`config.mk`:
```
export PLATFORM = sky130hd
export DESIGN_NAME = baud16_gen
export DESIGN_NICKNAME = d
export VERILOG_FILES = /design/src/rtl/baud16_pkg.sv /design/src/rtl/baud16_regs.sv /design/src/rtl/baud16_fsm.sv /design/src/rtl/baud16_counter.sv /design/src/rtl/baud16_gen.sv
export SDC_FILE = /design/constraint.sdc
export NUM_CORES = 1
export LEC_CHECK = 0
export BUFFER_PORTS_ARGS = -buffer_cell sky130_fd_sc_hd__buf_2
export CAP_MARGIN = 10
export CORE_ASPECT_RATIO = 0.7
export CORE_MARGIN = 2
export CORE_UTILIZATION = 63
export DETAILED_ROUTE_END_ITERATION = 8
export GPL_TIMING_DRIVEN = 0
export PLACE_DENSITY = 0.85
export SETUP_SLACK_MARGIN = 0.05
export SLEW_MARGIN = 40
export SYNTH_ARGS = -nofsm -noshare
export SYNTH_HDL_FRONTEND = slang
export SYNTH_HIERARCHICAL = 1
export SYNTH_SLANG_ARGS = --single-unit
```
`constraint.sdc`:
```
create_clock -name clk -period 7.6 [get_ports clk]
set_clock_uncertainty 0.15 [all_clocks]
set_input_delay 1.14 -clock clk [delete_from_list [all_inputs] [get_ports clk]]
set_output_delay 1.14 -clock clk [all_outputs]
set_load 0.05 [all_outputs]
```
`src/rtl/baud16_pkg.sv`:
```
package baud16_pkg;

    typedef enum logic [1:0] {
        ST_OFF   = 2'd0,
        ST_RUN   = 2'd1,
        ST_DRAIN = 2'd2
    } gen_state_t;

    localparam int unsigned OFS_IDIV = 32'h024;
    localparam int unsigned OFS_FDIV = 32'h028;
    localparam int unsigned OFS_CTRL = 32'h030;

endpackage

```
`src/rtl/baud16_regs.sv`:
```
module baud16_regs #(
    parameter int ADDR_W = 12,
    parameter int DATA_W = 16,
    parameter int INT_W  = 16,
    parameter int FRAC_W = 6
) (
    input  logic              clk,
    input  logic              rst_n,
    input  logic              wr_en,
    input  logic [ADDR_W-1:0] wr_addr,
    input  logic [DATA_W-1:0] wr_data,
    input  logic              active,
    output logic [INT_W-1:0]  idiv,
    output logic [FRAC_W-1:0] fdiv,
    output logic              en_bit
);
    import baud16_pkg::*;

    logic hit_idiv, hit_fdiv, hit_ctrl;

    always_comb begin
        hit_idiv = wr_en && (wr_addr == ADDR_W'(OFS_IDIV));
        hit_fdiv = wr_en && (wr_addr == ADDR_W'(OFS_FDIV));
        hit_ctrl = wr_en && (wr_addr == ADDR_W'(OFS_CTRL));
    end

    always_ff @(posedge clk) begin
        if (!rst_n) begin
            idiv   <= '0;
            fdiv   <= '0;
            en_bit <= 1'b0;
        end else begin
            if (hit_idiv && !active) idiv <= wr_data[INT_W-1:0];
            if (hit_fdiv && !active) fdiv <= wr_data[FRAC_W-1:0];
            if (hit_ctrl)            en_bit <= wr_data[0];
        end
    end

    assert_div_frozen_R7: assert property (@(posedge clk) disable iff (!rst_n)
        active |=> ($stable(idiv) && $stable(fdiv)));

endmodule

```
`src/rtl/baud16_fsm.sv`:
```
module baud16_fsm (
    input  logic clk,
    input  logic rst_n,
    input  logic en_bit,
    input  logic busy,
    output logic active
);
    import baud16_pkg::*;

    gen_state_t state_q, state_d;

    always_comb begin
        state_d = state_q;
        unique case (state_q)
            ST_OFF:   if (en_bit) state_d = ST_RUN;
            ST_RUN:   if (!en_bit) state_d = busy ? ST_DRAIN : ST_OFF;
            ST_DRAIN: begin
                if (en_bit)     state_d = ST_RUN;
                else if (!busy) state_d = ST_OFF;
            end
            default:  state_d = ST_OFF;
        endcase
    end

    always_ff @(posedge clk) begin
        if (!rst_n) state_q <= ST_OFF;
        else        state_q <= state_d;
    end

    always_comb begin
        active = (state_q != ST_OFF);
    end

    assert_drain_hold_R9: assert property (@(posedge clk) disable iff (!rst_n)
        (active && !en_bit && busy) |=> active);

    assert_wake_R8: assert property (@(posedge clk) disable iff (!rst_n)
        (!active && en_bit) |=> active);

endmodule

```
`src/rtl/baud16_counter.sv`:
```
module baud16_counter #(
    parameter int INT_W  = 16,
    parameter int FRAC_W = 6
) (
    input  logic              clk,
    input  logic              rst_n,
    input  logic              run,
    input  logic [INT_W-1:0]  idiv,
    input  logic [FRAC_W-1:0] fdiv,
    output logic              tick
);
    localparam int CW = INT_W + 1;

    logic [CW-1:0]     cnt;
    logic [CW-1:0]     lim;
    logic [FRAC_W-1:0] acc;
    logic              stretch;
    logic [FRAC_W:0]   sum;
    logic              div_ok;

    always_comb begin
        div_ok = (idiv != '0);
        lim    = CW'(idiv) - CW'(1) + CW'(stretch);
        sum    = {1'b0, acc} + {1'b0, fdiv};
        tick   = run && div_ok && (cnt == lim);
    end

    always_ff @(posedge clk) begin
        if (!rst_n || !run) begin
            cnt     <= '0;
            acc     <= '0;
            stretch <= 1'b0;
        end else if (!div_ok) begin
            cnt     <= '0;
        end else if (tick) begin
            cnt     <= '0;
            acc     <= sum[FRAC_W-1:0];
            stretch <= sum[FRAC_W];
        end else begin
            cnt     <= cnt + CW'(1);
        end
    end

    assert_cnt_bound_R3: assert property (@(posedge clk) disable iff (!rst_n)
        (run && div_ok) |-> (cnt <= CW'(idiv)));

    assert_idle_clear_R8: assert property (@(posedge clk) disable iff (!rst_n)
        !run |=> (cnt == '0 && acc == '0 && !stretch));

endmodule

```
`src/rtl/baud16_gen.sv`:
```
module baud16_gen #(
    parameter int ADDR_W = 12,
    parameter int DATA_W = 16,
    parameter int INT_W  = 16,
    parameter int FRAC_W = 6
) (
    input  logic              clk,
    input  logic              rst_n,
    input  logic              wr_en,
    input  logic [ADDR_W-1:0] wr_addr,
    input  logic [DATA_W-1:0] wr_data,
    input  logic              busy,
    output logic              baud16_tick,
    output logic              active
);
    logic [INT_W-1:0]  idiv;
    logic [FRAC_W-1:0] fdiv;
    logic              en_bit;

    baud16_regs #(
        .ADDR_W(ADDR_W), .DATA_W(DATA_W), .INT_W(INT_W), .FRAC_W(FRAC_W)
    ) u_regs (
        .clk(clk), .rst_n(rst_n), .wr_en(wr_en), .wr_addr(wr_addr),
        .wr_data(wr_data), .active(active), .idiv(idiv), .fdiv(fdiv),
        .en_bit(en_bit)
    );

    baud16_fsm u_fsm (
        .clk(clk), .rst_n(rst_n), .en_bit(en_bit), .busy(busy),
        .active(active)
    );

    baud16_counter #(
        .INT_W(INT_W), .FRAC_W(FRAC_W)
    ) u_cnt (
        .clk(clk), .rst_n(rst_n), .run(active), .idiv(idiv), .fdiv(fdiv),
        .tick(baud16_tick)
    );

    assert_off_silent_R8: assert property (@(posedge clk) disable iff (!rst_n)
        !active |-> !baud16_tick);

    assert_zero_silent_R6: assert property (@(posedge clk) disable iff (!rst_n)
        (idiv == '0) |-> !baud16_tick);

endmodule

```
== Word-level counts from Yosys, hierarchy flattened ==
Index checks and enable logic that the tools add are counted.

* Flip-flop bits (word level): 49
* Bits in latches: 0
* RAM bits: 0
* ROM bits: 0
* Input bits: 32
* Output and inout bits: 2
* Word-level logic and storage cells: 43
* Memories: 0

* Add/subtract/negate cells: 4
* Multipliers: 0
* Divide/modulo/power cells: 0
* Order comparisons: 0
* Eq/ne operators: 9
* Shift operators: 0
* Multiplexer cells: 6
* Bitwise gates (word level): 1
* Reduce and logical (&&, ||, !) cells: 16

{| class="wikitable"
|+ Operators by type and width
! kind !! number
|-
| $eq 12x6->1 const B || 3
|-
| $add 17x1->17 || 1
|-
| $add 17x1->17 const B || 1
|-
| $eq 17x17->1 || 1
|-
| $sub 16x1->17 const B || 1
|-
| $reduce_bool 16->1 || 1
|-
| $mux 2 || 5
|-
| $add 6x6->7 || 1
|-
| $logic_and 1x1->1 || 7
|-
| $pmux 2 s3 || 1
|-
| $ne 2x2->1 const B || 2
|-
| $ne 3x3->1 const B || 1
|-
| $reduce_and 3->1 || 1
|-
| $reduce_or 3->1 || 1
|-
| $eq 2x1->1 const B || 1
|-
| $eq 2x2->1 const B || 1
|-
| $logic_not 1->1 || 2
|-
| $logic_not 2->1 || 1
|-
| $reduce_and 2->1 || 1
|-
| $reduce_bool 2->1 || 1
|-
| $logic_or 1x1->1 || 1
|-
| $not 1->1 || 1
|}

== Longest topological paths before layout ==
* Depth after elaboration: 5
* Depth in mapped cells: 14
* Gate-level depth less buffers: 10

== By module ==
Netlist, hierarchy kept.

{| class="wikitable"
|+ Modules (own cells, without submodules)
! module !! times used !! cells an instance !! area an instance (um^2) !! seq. area each (um^2)
|-
| baud16_counter || 1 || 221 || 1899.3 || 480.5
|-
| baud16_regs || 1 || 100 || 987.2 || 460.4
|-
| baud16_fsm || 1 || 8 || 77.6 || 40.0
|}

== Least setup slack after synthesis ==
No wires, ideal clock.

* Kind: register to output
* Start: register u_regs.idiv[0]
* End: output port baud16_tick
* Arrival: 2.218 ns
* Required time: 6.310 ns
* Slack: 4.092 ns
* Cell stages (with the launch flop): 11
* Path buffers: 2
* Cell sequence: dfxtp_1 > inv_1 > ha_1 > ha_1 > or3b_1 > clkbuf_1 > o31a_1 > o32ai_1 > o22ai_1 > nor4_2 > buf_6

* Cells in the longest elaborated chain, start to end: 4
* Elaborated cells between the ends (all ways): 6
* Those cells by class: add/sub (2); eq/ne (1); reduce/logical (3)

{| class="wikitable"
|+ RTL lines
! element !! RTL line !! text
|-
| start: declaration || baud16_regs.sv:13 || <nowiki>output logic [INT_W-1:0] idiv,</nowiki>
|-
| start signal: assignment || baud16_regs.sv:33 || <nowiki>if (hit_idiv && !active) idiv <= wr_data[INT_W-1:0];</nowiki>
|-
| $sub 16x1->17 || baud16_counter.sv:23 || <nowiki>lim = CW'(idiv) - CW'(1) + CW'(stretch);</nowiki>
|-
| $add 17x1->17 || baud16_counter.sv:23 ||
|-
| $eq 17x17->1 || baud16_counter.sv:25 || <nowiki>tick = run && div_ok && (cnt == lim);</nowiki>
|-
| $logic_and 1x1->1 * || baud16_counter.sv:25 ||
|-
| end: declaration || baud16_gen.sv:13 || <nowiki>output logic baud16_tick,</nowiki>
|}

Every way passes the cells marked *; elsewhere a longest branch is shown, timed or not.

== Worst setup path after layout ==
Same ends and word-level chain as after synthesis.

==> metrics.txt <==
status=completed; detailed placer's ending HPWL=4960 µm; Worst-path clk slew=0.09 ns; fin crit period=4.36 ns; critical path's slowest cell=or3b_1; std cell rows=20; mux contribution to synthesized area=10.2%; number of library cell types mapped by synthesis=52; async set or reset register ratio after synthesis=0%; Placed Cells=417; CTS tree=yes; largest net degree at the start of global routing=16; Max Slew Vio Count=0; aggregate global-route resource usage=25.7%; first-pass GRT wire length=10500 µm; cts hold-fix bufs=0; worst-path maximum fanout=9; Setup Crit Path Kind=reg2out; post-synthesis simple-gate area fraction=28.2%; Routed Antenna Nets=0; area leader, netlist=dfxtp_1; Setup violations, final=0; pwr dens=130 mW/mm²; later-pin clock latency in the skew report=0.31 ns; Ys Warns=6; sequential area share after synthesis=33.1%; Worst Path Buf+Inv=4; H-tree levels=2; port bufs=33; NumNets Final=411; clk sinks=49; Syn Area/Cell=9.01 µm²; initial antenna violation count=0; largest cells by area after synthesis=dfxtp_1 33%, mux2i_1 9.8%, xnor2_1 7.1%; post-synthesis adder-cell area fraction=4.47%; type of the tightest min-delay check=reg2reg; fin cells=425; Most used DFF post-synth=dfxtp_1; worst slew pin tran=0.636 ns; IO Pins=34; final WL=6450 µm; Worst path max stage delay=0.35 ns; xor and xnor fraction of the mapped netlist area=11.8%; CP cell instances=inv_1 > ha_1 > ha_1 > or3b_1 > clkbuf_1 > o31a_1 > o32ai_1 > o22ai_1 > nor4_2 > buf_6 > buf_2; Worst Setup End Kind=primary output; Filler cells=352; unrepaired setup endpoints after global routing=no; layout cells sized above 1=18.6%; #FFs+latches synth=49; Cells after Synth=329; Max IR drop VDD=76.2 µV; Final Hold Vio Count=0; max_slew headroom=57.0%; Max Cap Viol=0; largest family of logic cells by synthesized area=simple AND/OR/NAND/NOR gates; routability cong.=0.885; Final Cycle Share=57.4%; fmax=229 MHz; total grt overflow=0; Num CTS Buffers=5; number of iterations in the first detailed-routing pass=4; Root Buffer=clkbuf_8; synthesis-to-finish area growth=10.8%; Post-CTS Resized=0; via/cell ratio=5.67; Lkg Pwr=1.30 nW; top cell type's share of synthesized area=33.1%; CTS max path bufs=2; Syn Nets=371; Antenna Cells=0; Post-Syn Area=0.00296 mm²; most used cell, CP=ha_1; CP top delay family=compound AO/OA/AOI/OAI gates; EDFF count, synth=0; critical path data required time=6.31 ns; die height=61.4 µm; DRC errors left=0; Die W=86.0 µm; setup TNS=0 ns; vias in the first global route=2220; Critical Path Start Type=flop; Core Box Area=0.00443 mm²; full die area=0.00528 mm²; vias=2409; Synth Area in Compound Gates=6.80%; average wire per standard cell=15.2 µm; # Post-CTS Setup Buffers=0; First DRT Iteration DRCs=99; Starting Density=66.9%; Worst Path Arrival=3.07 ns
synth_stat cells (all sizes together) (2+ instances only):
cell type  instances
nand3              9
clkbuf             8
a21o               2
ha                 9
nor4b              4
and3               2
mux2i             29
a21oi              8
xor2              16
inv               11
o22ai              2
o21ai              2
xnor2             24
nand4              9
nor3               8
nand2             48
or3                3
or2                2
buf                8
nor2              34
a211oi             4
nor4               8
o21bai             2
dfxtp             49
nor2b              3
nor3b              3
or4                3
o2111ai            2
nand2b             5
flip-flops by register name, summed over array words and instances (netlist names):
signal and flops:
u_cnt/cnt 17, u_fsm/state_q 2, u_cnt/acc 6, u_regs/idiv 16, u_regs/en_bit 1, u_cnt/stretch 1
u_regs/fdiv 6
routing by layer:
layer / vias up / global-route usage, % / routed length (µm)
met5: - / 0 / 0
met2: 68 / 40.6 / 2830
met3: 10 / 5.09 / 367
met1: 1113 / 36.0 / 3160
met4: 0 / 7.71 / 93
li1: 1218 / - / -
cells by family (layout without fill, tap and decap cells):
logic type / count (synthesis) / after routing
multiplexers: 30 / 30
flip-flops: 49 / 49
XOR/XNOR: 40 / 40
AO/OA/AOI/OAI: 29 / 29
AND/OR/NAND/NOR: 144 / 144
adder cells (fa/ha/maj): 10 / 10
buffers and inverters: 27 / 68
stage by stage:
| step | util (%) | power, mW | setup WS, ns | area [µm²] | hold slack [ns] |
|---|---|---|---|---|---|
| 6_report | 74.2 | 0.428 | 3.24 | 3280 | 0.315 |
| 5_1_grt | 74.2 | 0.444 | 3.04 | 3280 | 0.337 |
| 4_1_cts | 74.2 | 0.429 | 3.27 | 3280 | 0.318 |
| 3_5_place_dp | 72.2 | 0.281 | 3.64 | 3200 | 0.305 |
| 3_3_place_gp | 72.2 | 0.281 | 3.65 | 3200 | 0.299 |
| 2_1_floorplan | - | 0.270 | 4.09 | 2960 | 0.279 |
power breakdown:
| group | leakage (nW) | total [mW] | switching [mW] | internal, mW |
|---|---|---|---|---|
| clock | 0.0439 | 0.152 | 0.0887 | 0.0637 |
| combinational | 0.866 | 0.0188 | 0.0102 | 0.00860 |
| sequential | 0.394 | 0.256 | 0.0000178 | 0.256 |
final cells by class:
type | count | area (µm²) | share of cell area, %
Multi-Input combinational cell | 253 | 1820 | 55.4
Sequential cell | 49 | 981 | 29.9
Timing Repair Buffer | 33 | 165 | 5.03
Buffer | 16 | 121 | 3.70
Clock buffer | 5 | 68.8 | 2.10
Tap cell | 55 | 68.8 | 2.10
Inverter | 11 | 41.3 | 1.26
Clock inverter | 3 | 17.5 | 0.533
path summary, 6_finish.rpt:
check	cells after the start	slack [ns]	to	from
setup / recovery	11	3.24	baud16_tick	u_regs/idiv[0]
setup reg to reg	14	4.34	u_cnt/cnt[10]	u_regs/idiv[0]
hold / removal	1	0.32	u_fsm/state_q[0]	u_fsm/state_q[0]
hold reg to reg	1	0.32	u_fsm/state_q[0]	u_fsm/state_q[0]
cells in the final DEF, fill, tap and decap left out, types with 9 or more instances in the layout:
master   synthesis  routed
dfxtp_1         49      49
nand2_1         48      48
buf_2            2      35
mux2i_1         29      29
nor2_1          24      24
xnor2_1         24      24
xor2_1          16      16
inv_1           11      11
nand3_1          9       9
ha_1             9       9
Note: power is estimated with default switching activity, not from simulation.
